$ cat src/rtl/tsr_pkg.sv
package tsr_pkg;

   // bit-level bus operations understood by the engine
   typedef enum logic [1:0] {
      BC_START = 2'd0,
      BC_STOP  = 2'd1,
      BC_BIT   = 2'd2
   } bus_cmd_e;

   // sequencer states
   typedef enum logic [2:0] {
      SQ_IDLE    = 3'd0,
      SQ_WAITBUS = 3'd1,
      SQ_START   = 3'd2,
      SQ_BYTE    = 3'd3,
      SQ_STOP    = 3'd4,
      SQ_FIN     = 3'd5
   } seq_st_e;

   // byte slots of the full sequence
   localparam logic [2:0] SLOT_ADDR_WR = 3'd0;
   localparam logic [2:0] SLOT_POINTER = 3'd1;
   localparam logic [2:0] SLOT_ADDR_RD = 3'd2;
   localparam logic [2:0] SLOT_DATA_HI = 3'd3;
   localparam logic [2:0] SLOT_DATA_LO = 3'd4;

endpackage

$ cat src/rtl/tsr_sync.sv
module tsr_sync #(
   parameter int WIDTH  = 2,
   parameter int STAGES = 2
) (
   input  logic             clk,
   input  logic             rst_n,
   input  logic [WIDTH-1:0] d,
   output logic [WIDTH-1:0] q
);

   if (WIDTH < 1) begin : g_bad_width
      $fatal(1, "tsr_sync: WIDTH must be at least 1");
   end
   if (STAGES < 0 || STAGES > 4) begin : g_bad_stages
      $fatal(1, "tsr_sync: STAGES must be 0 to 4");
   end

   if (STAGES == 0) begin : g_pass
      assign q = d;
   end else begin : g_chain
      logic [WIDTH-1:0] ff [STAGES];
      for (genvar i = 0; i < STAGES; i++) begin : g_stage
         always_ff @(posedge clk or negedge rst_n) begin
            if (!rst_n) begin
               ff[i] <= '1;   // released bus lines idle high
            end else if (i == 0) begin
               ff[i] <= d;
            end else begin
               ff[i] <= ff[(i > 0) ? i - 1 : 0];
            end
         end
      end
      assign q = ff[STAGES-1];
   end

endmodule

$ cat src/rtl/tsr_qtick.sv
module tsr_qtick #(
   parameter int QDIV = 8
) (
   input  logic clk,
   input  logic rst_n,
   input  logic run,
   input  logic restart,
   output logic tick
);

   if (QDIV < 2) begin : g_bad_div
      $fatal(1, "tsr_qtick: QDIV must be at least 2");
   end

   localparam int CW = (QDIV > 2) ? $clog2(QDIV) : 1;
   localparam logic [CW-1:0] LAST = CW'(QDIV - 1);

   logic [CW-1:0] cnt;

   always_ff @(posedge clk or negedge rst_n) begin
      if (!rst_n) begin
         cnt <= '0;
      end else if (restart || !run || cnt == LAST) begin
         cnt <= '0;
      end else begin
         cnt <= cnt + 1'b1;
      end
   end

   assign tick = run && !restart && (cnt == LAST);

endmodule

$ cat src/rtl/tsr_bit_eng.sv
module tsr_bit_eng
   import tsr_pkg::*;
#(
   parameter int QDIV = 8
) (
   input  logic     clk,
   input  logic     rst_n,
   input  logic     go,
   input  bus_cmd_e cmd,
   input  logic     tx_bit,
   input  logic     sda_s,
   output logic     scl_oe,
   output logic     sda_oe,
   output logic     rx_bit,
   output logic     fin
);

   logic       active;
   logic       accept;
   logic       tick;
   bus_cmd_e   kind;
   logic [1:0] q;
   logic       bit_r;

   assign accept = go && !active;

   tsr_qtick #(.QDIV(QDIV)) u_tick (
      .clk    (clk),
      .rst_n  (rst_n),
      .run    (active),
      .restart(accept),
      .tick   (tick)
   );

   // pin enables {scl_oe, sda_oe} for one quarter of an operation
   function automatic logic [1:0] pin_state(bus_cmd_e k, logic [1:0] ph,
                                            logic b, logic sda_prev);
      logic [1:0] r;
      case (k)
         BC_START: r = (ph < 2'd2) ? 2'b00 : 2'b01;
         BC_STOP: begin
            case (ph)
               2'd0:    r = {1'b1, sda_prev};
               2'd1:    r = 2'b11;
               2'd2:    r = 2'b01;
               default: r = 2'b00;
            endcase
         end
         default: begin
            if (ph == 2'd0)      r = {1'b1, sda_prev};
            else if (ph == 2'd1) r = {1'b1, ~b};
            else                 r = {1'b0, ~b};
         end
      endcase
      return r;
   endfunction

   always_ff @(posedge clk or negedge rst_n) begin
      if (!rst_n) begin
         active <= 1'b0;
         kind   <= BC_BIT;
         q      <= 2'd0;
         bit_r  <= 1'b1;
         scl_oe <= 1'b0;
         sda_oe <= 1'b0;
         rx_bit <= 1'b1;
         fin    <= 1'b0;
      end else begin
         fin <= 1'b0;
         if (accept) begin
            active           <= 1'b1;
            kind             <= cmd;
            bit_r            <= tx_bit;
            q                <= 2'd0;
            {scl_oe, sda_oe} <= pin_state(cmd, 2'd0, tx_bit, sda_oe);
         end else if (tick) begin
            if (kind == BC_BIT && q == 2'd2) begin
               rx_bit <= sda_s;   // middle of the SCL high phase
            end
            if (q == 2'd3) begin
               active <= 1'b0;
               fin    <= 1'b1;
            end else begin
               q                <= q + 2'd1;
               {scl_oe, sda_oe} <= pin_state(kind, q + 2'd1, bit_r, sda_oe);
            end
         end
      end
   end

   // during a bit, SDA may not move while SCL stays released
   p_sda_still_r8: assert property (@(posedge clk) disable iff (!rst_n)
      (!scl_oe && !$past(scl_oe) && (sda_oe != $past(sda_oe))) |-> (kind != BC_BIT));

   // SCL stays released for the whole start condition
   p_start_scl_high_r2: assert property (@(posedge clk) disable iff (!rst_n)
      (active && kind == BC_START) |-> !scl_oe);

   // a finished stop leaves both lines released
   p_stop_released_r2: assert property (@(posedge clk) disable iff (!rst_n)
      (fin && kind == BC_STOP) |-> (!scl_oe && !sda_oe));

endmodule

$ cat src/rtl/tsr_seq_ctrl.sv
module tsr_seq_ctrl
   import tsr_pkg::*;
#(
   parameter logic [6:0] DEV_ADDR = 7'b1001000,
   parameter logic [7:0] PTR_VAL  = 8'h00,
   parameter int         WORD_W   = 16
) (
   input  logic              clk,
   input  logic              rst_n,
   input  logic              start_req,
   input  logic              bus_idle,
   input  logic              eng_fin,
   input  logic              eng_rx,
   output logic              eng_go,
   output bus_cmd_e          eng_cmd,
   output logic              eng_tx,
   output logic              busy,
   output logic              done,
   output logic              nack_err,
   output logic [WORD_W-1:0] temp_word
);

   if (WORD_W != 16) begin : g_bad_word
      $fatal(1, "tsr_seq_ctrl: WORD_W must be 16 (two bytes)");
   end

   localparam logic [3:0] ACK_BIT = 4'd8;

   seq_st_e           st;
   logic [2:0]        ph;
   logic [3:0]        bitc;
   logic [7:0]        shreg;
   logic [7:0]        msb_r;
   logic              wait_r;
   logic              fail_r;
   logic              rd_phase;
   logic [WORD_W-1:0] word_r;
   logic              done_r;
   logic              err_r;

   function automatic logic [7:0] byte_for(logic [2:0] slot);
      case (slot)
         SLOT_ADDR_WR: return {DEV_ADDR, 1'b0};
         SLOT_POINTER: return PTR_VAL;
         SLOT_ADDR_RD: return {DEV_ADDR, 1'b1};
         default:      return 8'hFF;   // released while receiving
      endcase
   endfunction

   assign rd_phase = (ph >= SLOT_DATA_HI);
   assign eng_go   = ((st == SQ_START) || (st == SQ_BYTE) || (st == SQ_STOP)) && !wait_r;
   assign eng_cmd  = (st == SQ_START) ? BC_START :
                     (st == SQ_STOP)  ? BC_STOP  : BC_BIT;
   assign eng_tx   = (bitc != ACK_BIT) ? shreg[7] : ~rd_phase;

   always_ff @(posedge clk or negedge rst_n) begin
      if (!rst_n) begin
         st     <= SQ_IDLE;
         ph     <= 3'd0;
         bitc   <= 4'd0;
         shreg  <= 8'hFF;
         msb_r  <= 8'h00;
         wait_r <= 1'b0;
         fail_r <= 1'b0;
         word_r <= '0;
         done_r <= 1'b0;
         err_r  <= 1'b0;
      end else begin
         done_r <= 1'b0;
         if (eng_go) wait_r <= 1'b1;
         case (st)
            SQ_IDLE: begin
               if (start_req) begin
                  st     <= SQ_WAITBUS;
                  ph     <= SLOT_ADDR_WR;
                  fail_r <= 1'b0;
                  err_r  <= 1'b0;
               end
            end
            SQ_WAITBUS: begin
               if (bus_idle) st <= SQ_START;
            end
            SQ_START: begin
               if (eng_fin) begin
                  wait_r <= 1'b0;
                  st     <= SQ_BYTE;
                  bitc   <= 4'd0;
                  shreg  <= byte_for(ph);
               end
            end
            SQ_BYTE: begin
               if (eng_fin) begin
                  wait_r <= 1'b0;
                  if (bitc != ACK_BIT) begin
                     shreg <= {shreg[6:0], eng_rx};
                     bitc  <= bitc + 4'd1;
                  end else if (!rd_phase && eng_rx) begin
                     fail_r <= 1'b1;
                     st     <= SQ_STOP;
                  end else begin
                     if (ph == SLOT_DATA_HI) msb_r <= shreg;
                     if (ph == SLOT_POINTER || ph == SLOT_DATA_LO) begin
                        st <= SQ_STOP;
                     end else begin
                        ph    <= ph + 3'd1;
                        bitc  <= 4'd0;
                        shreg <= byte_for(ph + 3'd1);
                     end
                  end
               end
            end
            SQ_STOP: begin
               if (eng_fin) begin
                  wait_r <= 1'b0;
                  if (fail_r || ph == SLOT_DATA_LO) begin
                     st <= SQ_FIN;
                  end else begin
                     ph <= SLOT_ADDR_RD;
                     st <= SQ_WAITBUS;
                  end
               end
            end
            SQ_FIN: begin
               done_r <= 1'b1;
               err_r  <= fail_r;
               if (!fail_r) word_r <= {msb_r, shreg};
               st     <= SQ_IDLE;
            end
            default: st <= SQ_IDLE;
         endcase
      end
   end

   assign busy      = (st != SQ_IDLE);
   assign done      = done_r;
   assign nack_err  = err_r;
   assign temp_word = word_r;

   // a start is only requested on a bus sampled idle
   p_idle_before_start_r1: assert property (@(posedge clk) disable iff (!rst_n)
      (eng_go && eng_cmd == BC_START) |-> bus_idle);

   // the published word moves only with a successful completion
   p_word_hold_r10: assert property (@(posedge clk) disable iff (!rst_n)
      (temp_word != $past(temp_word)) |-> (done && !nack_err));

   // completion is reported with the block no longer busy
   p_done_not_busy_r12: assert property (@(posedge clk) disable iff (!rst_n)
      done |-> !busy);

endmodule

$ cat src/rtl/tsense_rd_seq.sv
module tsense_rd_seq
   import tsr_pkg::*;
#(
   parameter int         QDIV        = 125,
   parameter int         SYNC_STAGES = 2,
   parameter logic [6:0] DEV_ADDR    = 7'b1001000,
   parameter logic [7:0] PTR_VAL     = 8'h00
) (
   input  logic        clk,
   input  logic        rst_n,
   input  logic        start_req,
   input  logic        scl_i,
   input  logic        sda_i,
   output logic        scl_oe,
   output logic        sda_oe,
   output logic        busy,
   output logic        done,
   output logic        nack_err,
   output logic [15:0] temp_word
);

   if (QDIV <= SYNC_STAGES) begin : g_bad_cfg
      $fatal(1, "tsense_rd_seq: QDIV must exceed SYNC_STAGES");
   end

   logic [1:0] lines_s;
   logic       bus_idle;
   logic       eng_go;
   bus_cmd_e   eng_cmd;
   logic       eng_tx;
   logic       eng_rx;
   logic       eng_fin;

   tsr_sync #(.WIDTH(2), .STAGES(SYNC_STAGES)) u_sync (
      .clk  (clk),
      .rst_n(rst_n),
      .d    ({scl_i, sda_i}),
      .q    (lines_s)
   );

   assign bus_idle = lines_s[1] & lines_s[0];

   tsr_bit_eng #(.QDIV(QDIV)) u_eng (
      .clk   (clk),
      .rst_n (rst_n),
      .go    (eng_go),
      .cmd   (eng_cmd),
      .tx_bit(eng_tx),
      .sda_s (lines_s[0]),
      .scl_oe(scl_oe),
      .sda_oe(sda_oe),
      .rx_bit(eng_rx),
      .fin   (eng_fin)
   );

   tsr_seq_ctrl #(.DEV_ADDR(DEV_ADDR), .PTR_VAL(PTR_VAL), .WORD_W(16)) u_ctrl (
      .clk      (clk),
      .rst_n    (rst_n),
      .start_req(start_req),
      .bus_idle (bus_idle),
      .eng_fin  (eng_fin),
      .eng_rx   (eng_rx),
      .eng_go   (eng_go),
      .eng_cmd  (eng_cmd),
      .eng_tx   (eng_tx),
      .busy     (busy),
      .done     (done),
      .nack_err (nack_err),
      .temp_word(temp_word)
   );

   // done only after the final stop has left both lines released
   p_done_released_r12: assert property (@(posedge clk) disable iff (!rst_n)
      done |-> (!scl_oe && !sda_oe));

endmodule

$ cat config.mk
export PLATFORM = sky130hd
export DESIGN_NAME = tsense_rd_seq
export DESIGN_NICKNAME = d
export VERILOG_FILES = /design/src/rtl/tsr_pkg.sv /design/src/rtl/tsr_sync.sv /design/src/rtl/tsr_qtick.sv /design/src/rtl/tsr_bit_eng.sv /design/src/rtl/tsr_seq_ctrl.sv /design/src/rtl/tsense_rd_seq.sv
export SDC_FILE = /design/constraint.sdc
export NUM_CORES = 1
export LEC_CHECK = 0
export ABC_CLOCK_PERIOD_IN_PS = 2500
export BUFFER_PORTS_ARGS = -buffer_cell sky130_fd_sc_hd__buf_2
export CAP_MARGIN = 25
export CORE_ASPECT_RATIO = 1.4
export CORE_MARGIN = 2
export CORE_UTILIZATION = 35
export DETAILED_ROUTE_END_ITERATION = 10
export SLEW_MARGIN = 15
export SYNTH_ARGS = -nofsm -noshare
export SYNTH_HDL_FRONTEND = slang
export SYNTH_HIERARCHICAL = 1
export SYNTH_SLANG_ARGS = --single-unit
export TNS_END_PERCENT = 30
$ cat constraint.sdc
create_clock -name clk -period 2.5 [get_ports clk]
set_input_delay 0.25 -clock clk [delete_from_list [all_inputs] [get_ports clk]]
set_output_delay 0.25 -clock clk [all_outputs]
set_load 0.05 [all_outputs]
; Word level (Yosys, flattened, before mapping)
; Cells that the tools add are included.
[totals]
out_inout_bits = 21
romBits = 0
inputBits = 5
register_bits = 67
latchBits = 0
wordCells = 178
n_memories = 0
ram_bits = 0
[classes]
div_mod_pow = 0
multipliers = 0
order_cmp = 2
add_sub_neg = 4
n_reduce_logical = 41
bitwise = 7
n_shift = 0
n_mux = 67
eq_ne = 36
[op_table]
columns = operator, n
row1 = two-way mux 3 bit, 16
row2 = case mux 8 bit (3 select lines), 2
row3 = two-way mux 8 bit, 5
row4 = two-way mux 1 bit, 22
row5 = "!= test 2 bit, second input constant", 11
row6 = two-way mux 4 bit, 5
row7 = AND reduction 5 bit, 4
row8 = two-way mux 2 bit, 8
row9 = case mux 8 bit (2 select lines), 1
row10 = "== test 3 x 2 -> 1 bit, second input constant", 5
row11 = "!= test 3 bit, second input constant", 5
row12 = case mux 3 bit (5 select lines), 1
row13 = nonzero test 2 bit, 5
row14 = "== test 3 x 1 -> 1 bit, second input constant", 3
row15 = "== test 3 bit, second input constant", 3
row16 = zero test 3 bit, 3
row17 = case mux 3 bit (3 select lines), 1
row18 = "== test 2 bit, second input constant", 4
row19 = case mux 4 bit (2 select lines), 1
row20 = AND reduction 2 bit, 4
row21 = AND reduction 8 bit, 1
row22 = "adder 7 x 1 -> 7 bit, second input constant", 1
row23 = "== test 7 bit, second input constant", 1
row24 = two-way mux 7 bit, 1
row25 = 21 further kinds, 44

; Logic depth before layout (Yosys ltp)
[depth]
ltp_word = 10
ltp_mapped = 12
depth_no_buf = 10

; Cells and area by module
; Netlist, hierarchy kept.
[by_module_without_submodules]
columns = mod, area_per_inst_um2, cells_per_inst, n_inst
row1 = tsr_seq_ctrl, 2459.9, 204, 1
row2 = tsr_bit_eng, 526.8, 46, 1
row3 = tsr_qtick, 354.1, 36, 1
row4 = tsr_sync, 120.1, 6, 1
row5 = tsense_rd_seq, 6.3, 1, 1

; Worst setup path before layout
; Ideal clock, no wire load.
[synth_timing]
path_kind = flip-flop to flip-flop
start = reg u_ctrl.st[2]
end = reg u_eng.sda_oe
path_slack_ps = 221
stages_incl_launch_ff = 12
arrival_time_ps = 2200
period_less_slack_ps = 2279
path_buffers = 2
path_cell_list = dfrtp_1 > buf_4 > mux2i_1 > nor2_1 > nor2b_4 > buf_6 > nand2b_1 > nor3_1 > nor2b_4 > mux2i_1 > a21oi_2 > mux2i_1
[synth_between]
elab_chain_len = 10
[synth_lines]
columns = element, line
row1 = from (decl), tsr_seq_ctrl.sv:29  ; seq_st_e st;
row2 = from (signal assigned), tsr_seq_ctrl.sv:58  ; st <= SQ_IDLE;
row3 = from (signal assigned), tsr_seq_ctrl.sv:74  ; st <= SQ_WAITBUS;
row4 = from (signal assigned), tsr_seq_ctrl.sv:81  ; if (bus_idle) st <= SQ_START;
row5 = == test 3 x 2 -> 1 bit, tsr_seq_ctrl.sv:51  ; assign eng_go = ((st == SQ_START) || (st == SQ_BYTE) || (st == SQ_STOP)) && !wait_r;
row6 = logical OR 1 bit, tsr_seq_ctrl.sv:51
row7 = logical OR 1 bit *, tsr_seq_ctrl.sv:51
row8 = logical AND 1 bit *, tsr_seq_ctrl.sv:51
row9 = named net eng_go, tsense_rd_seq.sv:28  ; logic eng_go;
row10 = logical AND 1 bit *, tsr_bit_eng.sv:25  ; assign accept = go && !active;
row11 = named net u_eng.accept, tsr_bit_eng.sv:19  ; logic accept;
row12 = zero test 1 bit *, tsr_qtick.sv:30  ; assign tick = run && !restart && (cnt == LAST);
row13 = logical AND 1 bit * (2 in series), tsr_qtick.sv:30
row14 = named net u_eng.tick, tsr_bit_eng.sv:20  ; logic tick;
row15 = nonzero test 2 bit (no source line) *, --
row16 = AND reduction 5 bit (no source line) *, --
row17 = to (signal assigned), tsr_bit_eng.sv:75  ; {scl_oe, sda_oe} <= pin_state(cmd, 2'd0, tx_bit, sda_oe);
row18 = to (signal assigned), tsr_bit_eng.sv:85  ; {scl_oe, sda_oe} <= pin_state(kind, q + 2'd1, bit_r, sda_oe);
row19 = to (decl), tsr_bit_eng.sv:13  ; output logic sda_oe,
; The timed path passes the listed nets; every way through them passes the cells marked *.
; A chain may end at the register's enable or synchronous reset.

; Worst setup path after layout
[layout_timing]
start = reg u_ctrl.st[1]
end = reg u_eng.sda_oe
[layout_between]
elab_chain_len = 10
[layout_lines]
columns = element, line
row1 = == test 3 x 2 -> 1 bit, tsr_seq_ctrl.sv:51
row2 = logical OR 1 bit, tsr_seq_ctrl.sv:51
row3 = logical OR 1 bit *, tsr_seq_ctrl.sv:51
row4 = logical AND 1 bit *, tsr_seq_ctrl.sv:51
row5 = named net eng_go, tsense_rd_seq.sv:28
row6 = logical AND 1 bit *, tsr_bit_eng.sv:25
row7 = zero test 1 bit *, tsr_qtick.sv:30
row8 = logical AND 1 bit * (2 in series), tsr_qtick.sv:30
row9 = named net u_eng.tick, tsr_bit_eng.sv:20
row10 = nonzero test 2 bit (no source line) *, --
row11 = AND reduction 5 bit (no source line) *, --
; Marks and branches as above.

==> results.json <==
{
  "cts.reportedPaths.clkPinSlew_ns": 0.06,
  "rows": 43,
  "cts_tree": "yes",
  "synthAdderAreaFrac_pct": 4.69,
  "crit_chain": "nor2_2, mux2i_1, nor2_1, nor2b_4, nand2b_1, nor3_1, nor2b_4, mux2i_1, a21oi_2, mux2i_1",
  "core-area_sq_um": 9790,
  "period_share_pct": 87.8,
  "p_seq_share_pct": 36.6,
  "maxCapViolations": 0,
  "crit_arrival_ns": 2.45,
  "synthSimpleGateAreaFrac_pct": 15.6,
  "slew_viol_final": 0,
  "ys_warn_count": 6,
  "outcome": "finished clean",
  "ctsResizeCount": 0,
  "die_w_microns": 88.1,
  "post-route-cell-area_sq_um": 4040,
  "synth-compound-area-share_pct": 11.6,
  "antenna_left": 0,
  "io_buffer_count": 25,
  "dp_slack_ns": 0.350,
  "cp.required_ns": 2.76,
  "fin_setup_tns_ns": 0,
  "cts_max_level": 3,
  "drive_gt1_share_pct": 35.4,
  "vias_per_cell": 5.06,
  "power_frac_clock_pct": 32.1,
  "async_reset_ff_share_pct": 100,
  "p_leak_nw": 1.86,
  "p_switching_mw": 1.28,
  "power_density_nw_per_um2": 895,
  "cp-start-kind": "flip-flop",
  "dp_hpwl_microns": 4790,
  "synthXorXnorAreaFrac_pct": 1.52,
  "ys.flop_type": "dfrtp_1",
  "dieArea_sq_um": 10700,
  "switching_share_pct": 35.4,
  "peakVddDrop_mv": 0.645,
  "critPathKind": "flip-flop to flip-flop",
  "yosysSeqAreaShare_pct": 48.9,
  "wl_per_cell_microns": 14.5,
  "min_period_ns": 2.20,
  "fin_ws_ns": 0.305,
  "synthMuxAreaShare_pct": 13.5,
  "synth_nets": 311,
  "cts_buffer_depth": 2,
  "synth_top_area_cell": "dfrtp_1",
  "cts_made_buffers": 9,
  "tightest_slew_ns": 0.707,
  "postCtsHoldBufs": 2,
  "hold_violations": 0,
  "ys_types": 65,
  "p_int_mw": 2.34,
  "synthToLayoutAreaGrowth_pct": 16.6,
  "antenna_found_initial": 0,
  "synthCells": 293,
  "grt_pass1_wl_microns": 11600,
  "cp_max_fo": 4,
  "io_pins": 26,
  "synth_area_sq_um": 3470,
  "cp_slowest_cell": "nor3_1",
  "routed_wl_microns": 6770,
  "grt_pass1_vias": 2423,
  "critPathTopFamily": "simple AND/OR/NAND/NOR gates",
  "clock_sinks": 67,
  "setup_violations": 0,
  "die_height_microns": 122,
  "synth_edf_count": 0,
  "vias": 2366,
  "critical_path.endpoint_type": "flip-flop",
  "cp.buffers_inverters": 0,
  "initial_core_util_pct": 35.4,
  "clock.fmax_mhz": 456,
  "slowest_delay_ns": 0.40,
  "pwr-share-comb_pct": 31.4,
  "placed_area_sq_um": 3740,
  "final_nets": 346,
  "n_antenna_cell": 0,
  "fillers": 973,
  "grtUsageTotal_pct": 14.2,
  "holdWs_ns": 0.0136,
  "drt_iter0_drc": 81,
  "overflow": 0,
  "ctsRootBufferMaster": "clkbuf_16",
  "synth-seq-cells": 67,
  "rsz0062_at_grt": "false",
  "synth_top_family_by_area": "simple AND/OR/NAND/NOR gates",
  "yosys-top-cells-area": "dfrtp_1 (38%), dfstp_2 (11%), mux2_2 (11%)",
  "clock_latency_ns": 0.33,
  "clock_skew_ns": 0.00305,
  "grt_max_degree": 39,
  "post-cts-setup-buffers": 0,
  "avgSynthCellArea_sq_um": 11.8,
  "worstHoldPathType": "input pin to flip-flop",
  "firstDrtPassIters": 4,
  "slew_headroom_pct": 52.8,
  "place_congestion": 0.816,
  "cpMostUsedCell": "mux2i_1",
  "drcViolationCount": 0,
  "yosys.area.top_type_share_pct": 37.5
}
## power by group through the flow
stage | Sequential [mW] | Clock (mW) | Combinational [mW]
after floorplan | 1.40 | 0 | 0.820
after global placement | 1.34 | 0 | 1.13
after detailed placement | 1.34 | 0 | 1.13
after CTS | 1.33 | 1.19 | 1.15
after global routing | 1.34 | 1.24 | 1.26
final | 1.32 | 1.16 | 1.13
## synthesized netlist by cell type (4+ instances only)
cell	number
nor3_1	4
inv_1	14
o21ai_0	12
dfstp_2	15
and3b_1	4
mux2i_1	7
ha_1	13
a21oi_1	6
dfrtp_1	52
nand3_1	12
o2bb2ai_1	6
buf_4	6
nor2_1	22
nand2_1	12
mux2_2	34
## cell usage in the layout, fill, tap and decap left out, types with 4 or more instances in the layout
| cell | synthesis | layout |
|---|---|---|
| clkbuf_16 | 0 | 9 |
| o2bb2ai_1 | 6 | 6 |
| nor2_1 | 22 | 22 |
| dfstp_2 | 15 | 15 |
| dfrtp_1 | 52 | 52 |
| buf_4 | 6 | 7 |
| buf_2 | 2 | 25 |
| ha_1 | 13 | 13 |
| a21oi_1 | 6 | 6 |
| mux2_2 | 34 | 34 |
| nand3_1 | 12 | 12 |
| inv_1 | 14 | 14 |
| nand2_1 | 12 | 12 |
| and3b_1 | 4 | 4 |
| mux2i_1 | 7 | 7 |
| nor3_1 | 4 | 4 |
| o21ai_0 | 12 | 12 |
## sequential cells by signal, indices dropped and copies added, names as in the netlist, named ones only
register           flops
u_ctrl/nack_err        1
u_eng/kind             2
u_eng/fin              1
u_ctrl/bitc            4
u_sync/g_chain.ff      2
u_eng/sda_oe           1
u_eng/rx_bit           1
u_ctrl/st              3
u_sync/q               2
u_eng/scl_oe           1
u_ctrl/ph              3
u_eng/bit_r            1
u_ctrl/done            1
u_ctrl/msb_r           8
u_ctrl/temp_word      16
u_eng/q                2
u_eng/active           1
u_ctrl/shreg           8
u_ctrl/fail_r          1
u_eng/u_tick/cnt       7
## cells by family (layout without fill, tap and decap cells)
logic type               count (synthesis)  after routing
XOR/XNOR                                 6              6
adder cells (fa/ha/maj)                 13             13
flip-flops                              67             67
AND/OR/NAND/NOR                         86             86
buffers and inverters                   26             66
multiplexers                            42             42
AO/OA/AOI/OAI                           53             53
## final cells by class
cell class	count	area, sq um	area share [%]
flip-flops and latches	67	1700	41.9
multi-input cells	200	1630	40.2
clock buffers	9	225	5.57
repair buffers	35	218	5.39
well taps	135	169	4.18
inverters	15	56.3	1.39
clock inverters	7	52.6	1.30
## per-stage QoR
| stage | std cells | total power [mW] | util [%] |
|---|---|---|---|
| after global routing | 468 | 3.84 | 41.3 |
| after global placement | 450 | 2.47 | 38.2 |
| after detailed placement | 450 | 2.48 | 38.2 |
| after CTS | 468 | 3.67 | 41.3 |
| final | 468 | 3.62 | 41.3 |
| after floorplan | 293 | 2.22 | - |
## final timing paths
path,startpoint,endpoint,depth (start not counted),slack [ns]
max,u_ctrl/st[1],u_eng/sda_oe,10,0.30
min,sda_i,u_sync/g_chain.ff[2],1,0.01
max reg2reg,u_ctrl/st[1],u_eng/sda_oe,10,0.30
min reg2reg,u_sync/g_chain.ff[2],u_sync/q[0],0,0.36
max in group asynchronous,rst_n,u_eng/bit_r,3,1.29
min in group asynchronous,rst_n,u_ctrl/temp_word[6],2,0.51
## worst reg2reg max path, delay by kind of cell (launching register included)
family	cells	cell delay, ns
compound gates	1	0.13
flops	1	0.38
mux	3	0.51
simple gates	6	1.10
## metal layers
| layer | GRT usage [%] | vias up | part of all wire, % |
|---|---|---|---|
| met5 | 0 | - | 0 |
| met3 | 4.27 | 10 | 3.1 |
| met2 | 24.6 | 36 | 53 |
| li1 | - | 1135 | - |
| met1 | 16.1 | 1185 | 42 |
| met4 | 5.68 | 0 | 1.7 |
Note: power is estimated with default switching activity, not from simulation.
